### config.mk
export PLATFORM = sky130hd
export DESIGN_NAME = mux_bus_seq
export DESIGN_NICKNAME = d
export VERILOG_FILES = /design/src/rtl/bus_seq_pkg.sv /design/src/rtl/bus_seq_ctrl.sv /design/src/rtl/bus_seq_req_reg.sv /design/src/rtl/bus_seq_pins.sv /design/src/rtl/mux_bus_seq.sv
export SDC_FILE = /design/constraint.sdc
export NUM_CORES = 1
export LEC_CHECK = 0
export BUFFER_PORTS_ARGS = -buffer_cell sky130_fd_sc_hd__buf_2
export CAP_MARGIN = 10
export CORE_AREA = 2 2 102 104
export CTS_CLUSTER_SIZE = 12
export DETAILED_ROUTE_END_ITERATION = 12
export DIE_AREA = 0 0 104 106
export GPL_ROUTABILITY_DRIVEN = 1
export MAX_ROUTING_LAYER = met4
export SLEW_MARGIN = 30
export SYNTH_ARGS = -nofsm -noshare
export SYNTH_HDL_FRONTEND = slang
export SYNTH_SLANG_ARGS = --single-unit
### constraint.sdc
create_clock -name clk -period 2.5 [get_ports clk]
set_input_delay 0.25 -clock clk [delete_from_list [all_inputs] [get_ports clk]]
set_output_delay 0.25 -clock clk [all_outputs]
set_load 0.01 [all_outputs]
### src/rtl/bus_seq_pkg.sv
package bus_seq_pkg;
  typedef enum logic [2:0] {
    ST_IDLE = 3'd0,
    ST_T1   = 3'd1,
    ST_T2   = 3'd2,
    ST_TW   = 3'd3,
    ST_T3   = 3'd4,
    ST_T4   = 3'd5
  } bus_state_e;
endpackage

### src/rtl/bus_seq_ctrl.sv
module bus_seq_ctrl
  import bus_seq_pkg::*;
(
  input  logic       clk,
  input  logic       rst_n,
  input  logic       req_valid,
  input  logic       ready_in,
  output bus_state_e state,
  output logic       accept
);
  bus_state_e state_q, state_d;

  assign accept = (state_q == ST_IDLE) && req_valid;

  // next-state process
  always_comb begin
    state_d = state_q;
    case (state_q)
      ST_IDLE: if (req_valid) state_d = ST_T1;
      ST_T1:   state_d = ST_T2;
      ST_T2:   state_d = ready_in ? ST_T3 : ST_TW;
      ST_TW:   state_d = ready_in ? ST_T3 : ST_TW;
      ST_T3:   state_d = ST_T4;
      ST_T4:   state_d = ST_IDLE;
      default: state_d = ST_IDLE;
    endcase
  end

  // register process
  always_ff @(posedge clk or negedge rst_n) begin
    if (!rst_n) state_q <= ST_IDLE;
    else        state_q <= state_d;
  end

  assign state = state_q;
endmodule

### src/rtl/bus_seq_req_reg.sv
module bus_seq_req_reg #(
  parameter int ADDR_W = 20,
  parameter int DATA_W = 16,
  localparam int BE_W  = DATA_W / 8
) (
  input  logic              clk,
  input  logic              rst_n,
  input  logic              load_en,
  input  logic              cap_en,
  input  logic [ADDR_W-1:1] in_addr,
  input  logic              in_mem,
  input  logic              in_write,
  input  logic [BE_W-1:0]   in_be,
  input  logic [DATA_W-1:0] in_wdata,
  input  logic [DATA_W-1:0] ad_in,
  output logic [ADDR_W-1:1] lat_addr,
  output logic              lat_mem,
  output logic              lat_write,
  output logic [BE_W-1:0]   lat_be,
  output logic [DATA_W-1:0] lat_wdata,
  output logic [DATA_W-1:0] rdata
);
  // request holding register, loaded only on acceptance
  always_ff @(posedge clk or negedge rst_n) begin
    if (!rst_n) begin
      lat_addr  <= '0;
      lat_mem   <= 1'b0;
      lat_write <= 1'b0;
      lat_be    <= '0;
      lat_wdata <= '0;
    end else if (load_en) begin
      lat_addr  <= in_addr;
      lat_mem   <= in_mem;
      lat_write <= in_write;
      lat_be    <= in_be;
      lat_wdata <= in_wdata;
    end
  end

  // read capture register, enabled at the end of T3 of a read
  always_ff @(posedge clk or negedge rst_n) begin
    if (!rst_n)      rdata <= '0;
    else if (cap_en) rdata <= ad_in;
  end
endmodule

### src/rtl/bus_seq_pins.sv
module bus_seq_pins
  import bus_seq_pkg::*;
#(
  parameter int ADDR_W = 20,
  parameter int DATA_W = 16,
  localparam int BE_W  = DATA_W / 8,
  localparam int HI_W  = ADDR_W - DATA_W
) (
  input  bus_state_e        state,
  input  logic [ADDR_W-1:1] lat_addr,
  input  logic              lat_mem,
  input  logic              lat_write,
  input  logic [BE_W-1:0]   lat_be,
  input  logic [DATA_W-1:0] lat_wdata,
  output logic [DATA_W-1:0] ad_out,
  output logic              ad_oe,
  output logic [HI_W-1:0]   a_hi,
  output logic              ale,
  output logic              rd_n,
  output logic              wr_n,
  output logic              m_io,
  output logic              dt_r,
  output logic              den_n,
  output logic              bhe_n,
  output logic              done,
  output logic              req_ready
);
  logic [HI_W-1:0] status;

  always_comb begin
    status    = '0;
    status[1] = lat_mem;
    status[0] = lat_write;
  end

  always_comb begin
    ad_out    = '0;
    ad_oe     = 1'b0;
    a_hi      = '0;
    ale       = 1'b0;
    rd_n      = 1'b1;
    wr_n      = 1'b1;
    m_io      = 1'b0;
    dt_r      = 1'b1;
    den_n     = 1'b1;
    bhe_n     = 1'b1;
    done      = 1'b0;
    req_ready = 1'b0;
    case (state)
      ST_IDLE: req_ready = 1'b1;
      ST_T1: begin
        ale    = 1'b1;
        ad_oe  = 1'b1;
        ad_out = {lat_addr[DATA_W-1:1], ~lat_be[0]};
        a_hi   = lat_addr[ADDR_W-1:DATA_W];
        m_io   = lat_mem;
        dt_r   = lat_write;
        bhe_n  = ~lat_be[BE_W-1];
      end
      ST_T2, ST_TW, ST_T3: begin
        rd_n   = lat_write;
        wr_n   = ~lat_write;
        den_n  = 1'b0;
        ad_oe  = lat_write;
        ad_out = lat_wdata;
        a_hi   = status;
        m_io   = lat_mem;
        dt_r   = lat_write;
        bhe_n  = ~lat_be[BE_W-1];
      end
      ST_T4: begin
        a_hi   = status;
        m_io   = lat_mem;
        dt_r   = lat_write;
        bhe_n  = ~lat_be[BE_W-1];
        done   = 1'b1;
      end
      default: ;
    endcase
  end
endmodule

### src/rtl/mux_bus_seq.sv
module mux_bus_seq
  import bus_seq_pkg::*;
#(
  parameter int ADDR_W = 20,
  parameter int DATA_W = 16,
  localparam int BE_W  = DATA_W / 8,
  localparam int HI_W  = ADDR_W - DATA_W
) (
  input  logic              clk,
  input  logic              rst_n,
  input  logic              req_valid,
  output logic              req_ready,
  input  logic [ADDR_W-1:1] req_addr,
  input  logic              req_mem,
  input  logic              req_write,
  input  logic [BE_W-1:0]   req_be,
  input  logic [DATA_W-1:0] req_wdata,
  input  logic              ready_in,
  input  logic [DATA_W-1:0] ad_in,
  output logic [DATA_W-1:0] ad_out,
  output logic              ad_oe,
  output logic [HI_W-1:0]   a_hi,
  output logic              ale,
  output logic              rd_n,
  output logic              wr_n,
  output logic              m_io,
  output logic              dt_r,
  output logic              den_n,
  output logic              bhe_n,
  output logic              done,
  output logic [DATA_W-1:0] rdata
);
  bus_state_e        state;
  logic              accept;
  logic              cap_en;
  logic [ADDR_W-1:1] lat_addr;
  logic              lat_mem;
  logic              lat_write;
  logic [BE_W-1:0]   lat_be;
  logic [DATA_W-1:0] lat_wdata;

  assign cap_en = (state == ST_T3) && !lat_write;

  bus_seq_ctrl u_ctrl (
    .clk       (clk),
    .rst_n     (rst_n),
    .req_valid (req_valid),
    .ready_in  (ready_in),
    .state     (state),
    .accept    (accept)
  );

  bus_seq_req_reg #(.ADDR_W(ADDR_W), .DATA_W(DATA_W)) u_req (
    .clk       (clk),
    .rst_n     (rst_n),
    .load_en   (accept),
    .cap_en    (cap_en),
    .in_addr   (req_addr),
    .in_mem    (req_mem),
    .in_write  (req_write),
    .in_be     (req_be),
    .in_wdata  (req_wdata),
    .ad_in     (ad_in),
    .lat_addr  (lat_addr),
    .lat_mem   (lat_mem),
    .lat_write (lat_write),
    .lat_be    (lat_be),
    .lat_wdata (lat_wdata),
    .rdata     (rdata)
  );

  bus_seq_pins #(.ADDR_W(ADDR_W), .DATA_W(DATA_W)) u_pins (
    .state     (state),
    .lat_addr  (lat_addr),
    .lat_mem   (lat_mem),
    .lat_write (lat_write),
    .lat_be    (lat_be),
    .lat_wdata (lat_wdata),
    .ad_out    (ad_out),
    .ad_oe     (ad_oe),
    .a_hi      (a_hi),
    .ale       (ale),
    .rd_n      (rd_n),
    .wr_n      (wr_n),
    .m_io      (m_io),
    .dt_r      (dt_r),
    .den_n     (den_n),
    .bhe_n     (bhe_n),
    .done      (done),
    .req_ready (req_ready)
  );
endmodule

==> reports/qor.yml, run 1 <==
setup_path:
  slowest_delay_ns: 0.75
  timing.rr.start: "u_ctrl.state[1]$_DFFE_PN0P_"
  startpoint: "u_ctrl.state[1]$_DFFE_PN0P_"
  cp_max_fo: 33
  crit_end: "ad_out[1]"
  cp.arrival_ns: 1.91
  r2r_end: "u_req.lat_addr[9]$_DFFE_PN0P_"
  ff2ff_path_depth: 3
  crit_required_ns: 2.25
  crit_path_top_delay_cell: "dfrtp_2"
  cp-end-kind: "output pin"
  crit_type: "reg2out"
  worstPathCellList: "buf_4 > nor4bb_1 > a211o_1 > buf_2"
  r2r_setup_slack_ns: 0.56
  start_kind: "register"
power_and_ir_drop:
  p_comb_frac: 0.469
  switching_share: 0.348
  p_switching_mw: 1.74
  p_int_mw: 3.25
  clkPwrFrac: 0.174
  leakage_nw: 1.91
  irDropWorstVdd_mv: 0.434
  powerDensity_nw_per_um2: 1320
  pwr-share-seq: 0.357
floorplan:
  core_sq_um: 10000
  rows: 37
  io_pins: 105
  die_area_sq_um: 11000
  die_y_microns: 106
  start_util: 0.290
  fp.dieW_microns: 104
synth:
  synth_area_per_cell_sq_um: 13.5
  yosysWarnings: 0
  ys_seq_area_frac: 0.501
  yosysTopAreaCellShare: 0.501
  synthCells: 214
  synthDistinctLibCells: 33
  synthArstFlopShare: 1.00
  ys_ff_latch: 58
  yosysTopAreaCell: "dfrtp_1"
  synth_area_leaders: "dfrtp_1 50%, mux2_2 17%, nor4bb_1 5.5%, and3b_1 5.4%, mux2_4 5.2%"
  netlist_area_sq_um: 2900
  synth_ff_type: "dfrtp_1"
  synth_edf_count: 0
  synthesis.nets: 273
cts:
  clock_sinks: 58
  h-tree-depth: 3
  cts-resized-gates: 0
  clk_latency_ns: 0.33
  ctsHoldBuffers: 0
  clockRootBuffer: "clkbuf_8"
  cts_tree: "done"
  post_cts.repair.setup_buffers: 0
  clock_path_buffers: 2
  cts_buffers: 9
  clk_pin_slew_worst_paths_ns: 0.07
run:
  max-cap-violations: 0
timing:
  relSlewSlack: 0.503
  fin_skew_ns: 0.00916
  period_share: 0.864
  maxSlewViolCount: 0
  holdWs_ns: 0.0809
  rsz0062_at_grt: "false"
  finalSetupTns_ns: 0
  tightest_slew_ns: 0.745
  final_hold_viol_count: 0
  clock.fmax_ghz: 0.463
  setup_viol: 0
  fin_crit_ns: 2.16
route:
  vias: 2111
  via_per_inst: 4.58
  antenna_left: 0
  post_drt_wl_per_cell_microns: 14.9
  firstDrtPassIters: 4
  drt_iter0_markers: 50
  drc: 0
  wl_microns: 6850
placement:
  portBuffers: 104
  gp_congestion: 0.697
  hpwl_microns: 4660
  placed_cell_area_sq_um: 3580
global_route:
  grt_pass1_wl_microns: 11100
  antenna_found_initial: 2
  track_usage: 0.131
  grt_max_degree: 59
  grt_overflow: 0
  grt_pass1_vias: 2213
cells_and_area:
  nNetsFinal: 377
  drive_gt1_frac: 0.576
  final_cell_area_sq_um: 3780
  area_delta_synth_final_pct: 30.5
outcome:
  outcome: "completed"
hold_path:
  worst_hold_path_type: "in2async"
## final cells by class
type | count | area, sq um
Clock buffer | 14 | 163
Sequential cell | 58 | 1450
Timing Repair Buffer | 113 | 601
Clock inverter | 2 | 35.0
Antenna cell | 2 | 5.00
Fill cell | 1046 | 6220
Inverter | 2 | 7.51
Multi-Input combinational cell | 134 | 1350
Tap cell | 136 | 170
## power groups by stage
stage                     Combinational [mW]  Sequential, mW  Clock (mW)
after global routing                    2.55            1.86       0.952
after global placement                  2.35            1.77           0
final                                   2.34            1.78       0.866
after CTS                               2.39            1.79       0.908
after floorplan                         1.65            1.71           0
after detailed placement                2.39            1.79           0
## kinds of logic (layout without fill, tap and decap cells)
family,Yosys count,count (layout),share of synthesized area
AOI/OAI and AO/OA,25,25,0.0712
buffers and inverters,22,131,0.0389
DFF,58,58,0.501
other,0,2,0
and+or+nand+nor,53,53,0.159
muxes,56,56,0.230
## how the worst min path moves through the flow
| stage | end | slack [ns] | depth (start not counted) |
|---|---|---|---|
| after global placement | u_req.lat_wdata[10]$_DFFE_PN0P_ | 0.46 | 2 |
| after global routing | u_ctrl.state[1]$_DFFE_PN0P_ | 0.12 | 2 |
| final | u_req.lat_addr[10]$_DFFE_PN0P_ | 0.08 | 2 |
| after detailed placement | u_req.lat_addr[10]$_DFFE_PN0P_ | 0.46 | 2 |
| after CTS | u_req.lat_addr[9]$_DFFE_PN0P_ | 0.1 | 2 |
| after floorplan | u_ctrl.state[0]$_DFFE_PN0P_ | -0.05 | 0 |
## worst max-delay path, delay by kind of cell (launching register included)
kind	cells	cell delay [ns]
buffers and inverters	2	0.46
AO/OA/AOI/OAI	1	0.29
flip-flops	1	0.75
AND/OR/NAND/NOR	1	0.08
## layer usage
metal	part of all wire	track usage	wire, microns
met5	0	-	0
met1	0.42	0.147	2860
met4	0.0085	0.0290	58
met2	0.49	0.216	3340
met3	0.086	0.0613	589
## Yosys cell counts, types with 2 or more instances
cell	n
dfrtp_1	58
mux2_2	44
and3b_1	18
nor4bb_1	16
nand2b_1	2
nand3b_1	2
nor2_1	4
a211o_1	17
clkbuf_1	13
mux2_4	10
inv_1	2
nor3b_1	3
buf_2	3
buf_6	3
## state kept, by name (all words and copies together) (netlist names)
signal           count
u_req.lat_write      1
u_req.lat_wdata     16
u_req.rdata         16
u_req.lat_addr      19
u_ctrl.state         3
u_req.lat_mem        1
u_req.lat_be         2
## per-stage QoR
stage / setup slack (ns) / util / power [mW] / std cells
2_1_floorplan: 0.918 / - / 3.36 / 214
3_3_place_gp: 0.635 / 0.358 / 4.12 / 443
3_5_place_dp: 0.565 / 0.358 / 4.18 / 443
4_1_cts: 0.311 / 0.378 / 5.09 / 459
5_1_grt: 0.223 / 0.378 / 5.36 / 461
6_report: 0.340 / 0.378 / 4.99 / 461
## placed cells by master, fill, tap and decap left out, types with 2 or more instances in the layout
cell	instances
nor2_1	4
clkbuf_8	11
inv_1	2
nor3b_1	2
mux2_4	10
a211o_1	17
nand2b_1	2
buf_2	104
diode_2	2
nand3b_1	2
nor4bb_1	16
buf_4	8
dfrtp_1	57
clkbuf_1	3
nor4b_4	2
mux2_2	44
and3b_1	18
Note: power is estimated with default switching activity, not from simulation.
==> inputs of run 2 (changes only) <==
- MAX_ROUTING_LAYER: met4 -> not set
==> run 2 against run 1 <==
  * Fmax up 0.49%
  * Combinational power about the same
  * Die area unchanged
  * Via count about the same
  * Worst setup slack better by 0.010 ns
  * Critical path depth unchanged
  * Sequential power about the same
  * Largest cell class unchanged
  * Final cell count down 0.22%
  * Non-clock buffer count unchanged
  * Clock skew about the same
  * Clock power about the same
==> reports/qor.yml, run 2 (synthesis gave the netlist of run 1 again) <==
floorplan:
  die_area_sq_um: 11000
  core_sq_um: 10000
  start_util: 0.290
  io_pins: 105
  die_y_microns: 106
  fp.dieW_microns: 104
  rows: 37
placement:
  place_ws_ns: 0.565
  portBuffers: 104
  gp_congestion: 0.690
  hpwl_microns: 4660
setup_path:
  cp_max_fo: 33
  crit_path_top_delay_cell: "dfrtp_2"
  cp-end-kind: "output pin"
  slowest_delay_ns: 0.74
  worstPathCellList: "buf_4 > nor4bb_1 > a211o_1 > buf_2"
  crit_type: "reg2out"
  critPathTopFamily: "flip-flops"
  crit_required_ns: 2.25
  start_kind: "register"
  cp.arrival_ns: 1.90
  cp.buffers_inverters: 2
cts:
  cts_tree: "done"
  h-tree-depth: 3
  post_cts.repair.setup_buffers: 0
  clock_path_buffers: 2
  ctsHoldBuffers: 0
  clk_latency_ns: 0.32
  clockRootBuffer: "clkbuf_8"
  clk_pin_slew_worst_paths_ns: 0.07
  clock_sinks: 58
  cts_buffers: 9
  cts-resized-gates: 0
timing:
  relSlewSlack: 0.503
  fin_crit_ns: 2.15
  final_hold_viol_count: 0
  setup_ws_ns: 0.350
  fin_skew_ns: 0.00954
  setup_viol: 0
  rsz0062_at_grt: "false"
  finalSetupTns_ns: 0
  clock.fmax_ghz: 0.465
  tightest_slew_ns: 0.746
  maxSlewViolCount: 0
  period_share: 0.860
route:
  antenna_left: 0
  via_per_inst: 4.59
  drc: 0
  drt_iter0_markers: 39
  firstDrtPassIters: 3
  post_drt_wl_per_cell_microns: 14.9
  vias: 2110
  wl_microns: 6850
power_and_ir_drop:
  irDropWorstVdd_mv: 0.434
  powerDensity_nw_per_um2: 1320
  leakage_nw: 1.91
global_route:
  grt_pass1_wl_microns: 11100
  track_usage: 0.128
  grt_overflow: 0
  grt_max_degree: 59
  antenna_found_initial: 2
  grt_pass1_vias: 2212
cells_and_area:
  largest-register: "u_req.lat_addr"
  seq_area_sq_um: 1450
  layout_common_cells: "104 x buf_2, 57 x dfrtp_1, 44 x mux2_2"
  area_delta_synth_final_pct: 30.4
  reg_top3: "u_req.lat_addr x19, u_req.lat_wdata x16, u_req.rdata x16"
  multi_input_area_sq_um: 1350
  largest_reg_flops: 19
  drive_gt1_frac: 0.576
  nNetsFinal: 377
  nFillCells: 1045
  layout_commonest_cell: "buf_2"
hold_path:
  worst_hold_path_type: "in2async"
run:
  max-cap-violations: 0
outcome:
  outcome: "completed"
-- run 2: changes by cell type in the layout (fill, tap and decap cells not counted), sizes merged --
| cell | previous run | this run |
|---|---|---|
| diode | 2 | 1 |
-- run 2: layout make-up --
type	count	area share
Antenna cell	1	0.000662
Clock buffer	14	0.0430
Clock inverter	2	0.00927
Sequential cell	58	0.384
Timing Repair Buffer	113	0.159
Multi-Input combinational cell	134	0.357
Tap cell	136	0.0450
Inverter	2	0.00199
-- run 2: per-layer routing --
| metal | GRT usage | part of all wire | vias up |
|---|---|---|---|
| met5 | 0 | 0.0020 | - |
| met4 | 0.0290 | 0.0082 | 2 |
| met3 | 0.0613 | 0.084 | 7 |
| met2 | 0.216 | 0.49 | 67 |
| met1 | 0.146 | 0.41 | 1030 |
| li1 | - | - | 1004 |
-- run 2: metrics by stage --
step / power [mW] / util / std cells / hold slack (ns) / area (sq um)
after CTS: 5.09 / 0.378 / 459 / 0.0997 / 3780
final: 4.98 / 0.378 / 460 / 0.0716 / 3780
after floorplan: 3.36 / - / 214 / -0.0456 / 2900
after global placement: 4.12 / 0.358 / 443 / 0.462 / 3580
after global routing: 5.36 / 0.378 / 459 / 0.120 / 3780
after detailed placement: 4.18 / 0.358 / 443 / 0.463 / 3580
-- run 2: worst reg2reg max path, cell delays in order (launching register included) --
cell and delay [ns]:
dfrtp_2 0.62, nor4b_4 0.52, buf_12 0.28, mux2_2 0.40
-- run 2: path summary, 6_finish.rpt --
path,start,to,slack [ns],depth (start not counted)
setup / recovery,u_ctrl.state[1]$_DFFE_PN0P_,ad_out[1],0.35,4
hold / removal,rst_n,u_req.lat_addr[10]$_DFFE_PN0P_,0.07,2
setup reg to reg,u_ctrl.state[1]$_DFFE_PN0P_,u_req.lat_addr[9]$_DFFE_PN0P_,0.57,3
hold reg to reg,u_req.lat_addr[18]$_DFFE_PN0P_,u_req.lat_addr[18]$_DFFE_PN0P_,0.50,1
max in group asynchronous,rst_n,u_ctrl.state[1]$_DFFE_PN0P_,1.90,2
min in group clk,ready_in,u_ctrl.state[1]$_DFFE_PN0P_,0.13,2
-- run 2: power by group --
group / total, mW / leakage (nW) / internal, mW / switching, mW
Clock: 0.866 / 0.101 / 0.515 / 0.351
Combinational: 2.34 / 1.12 / 1.31 / 1.02
Sequential: 1.78 / 0.689 / 1.42 / 0.356
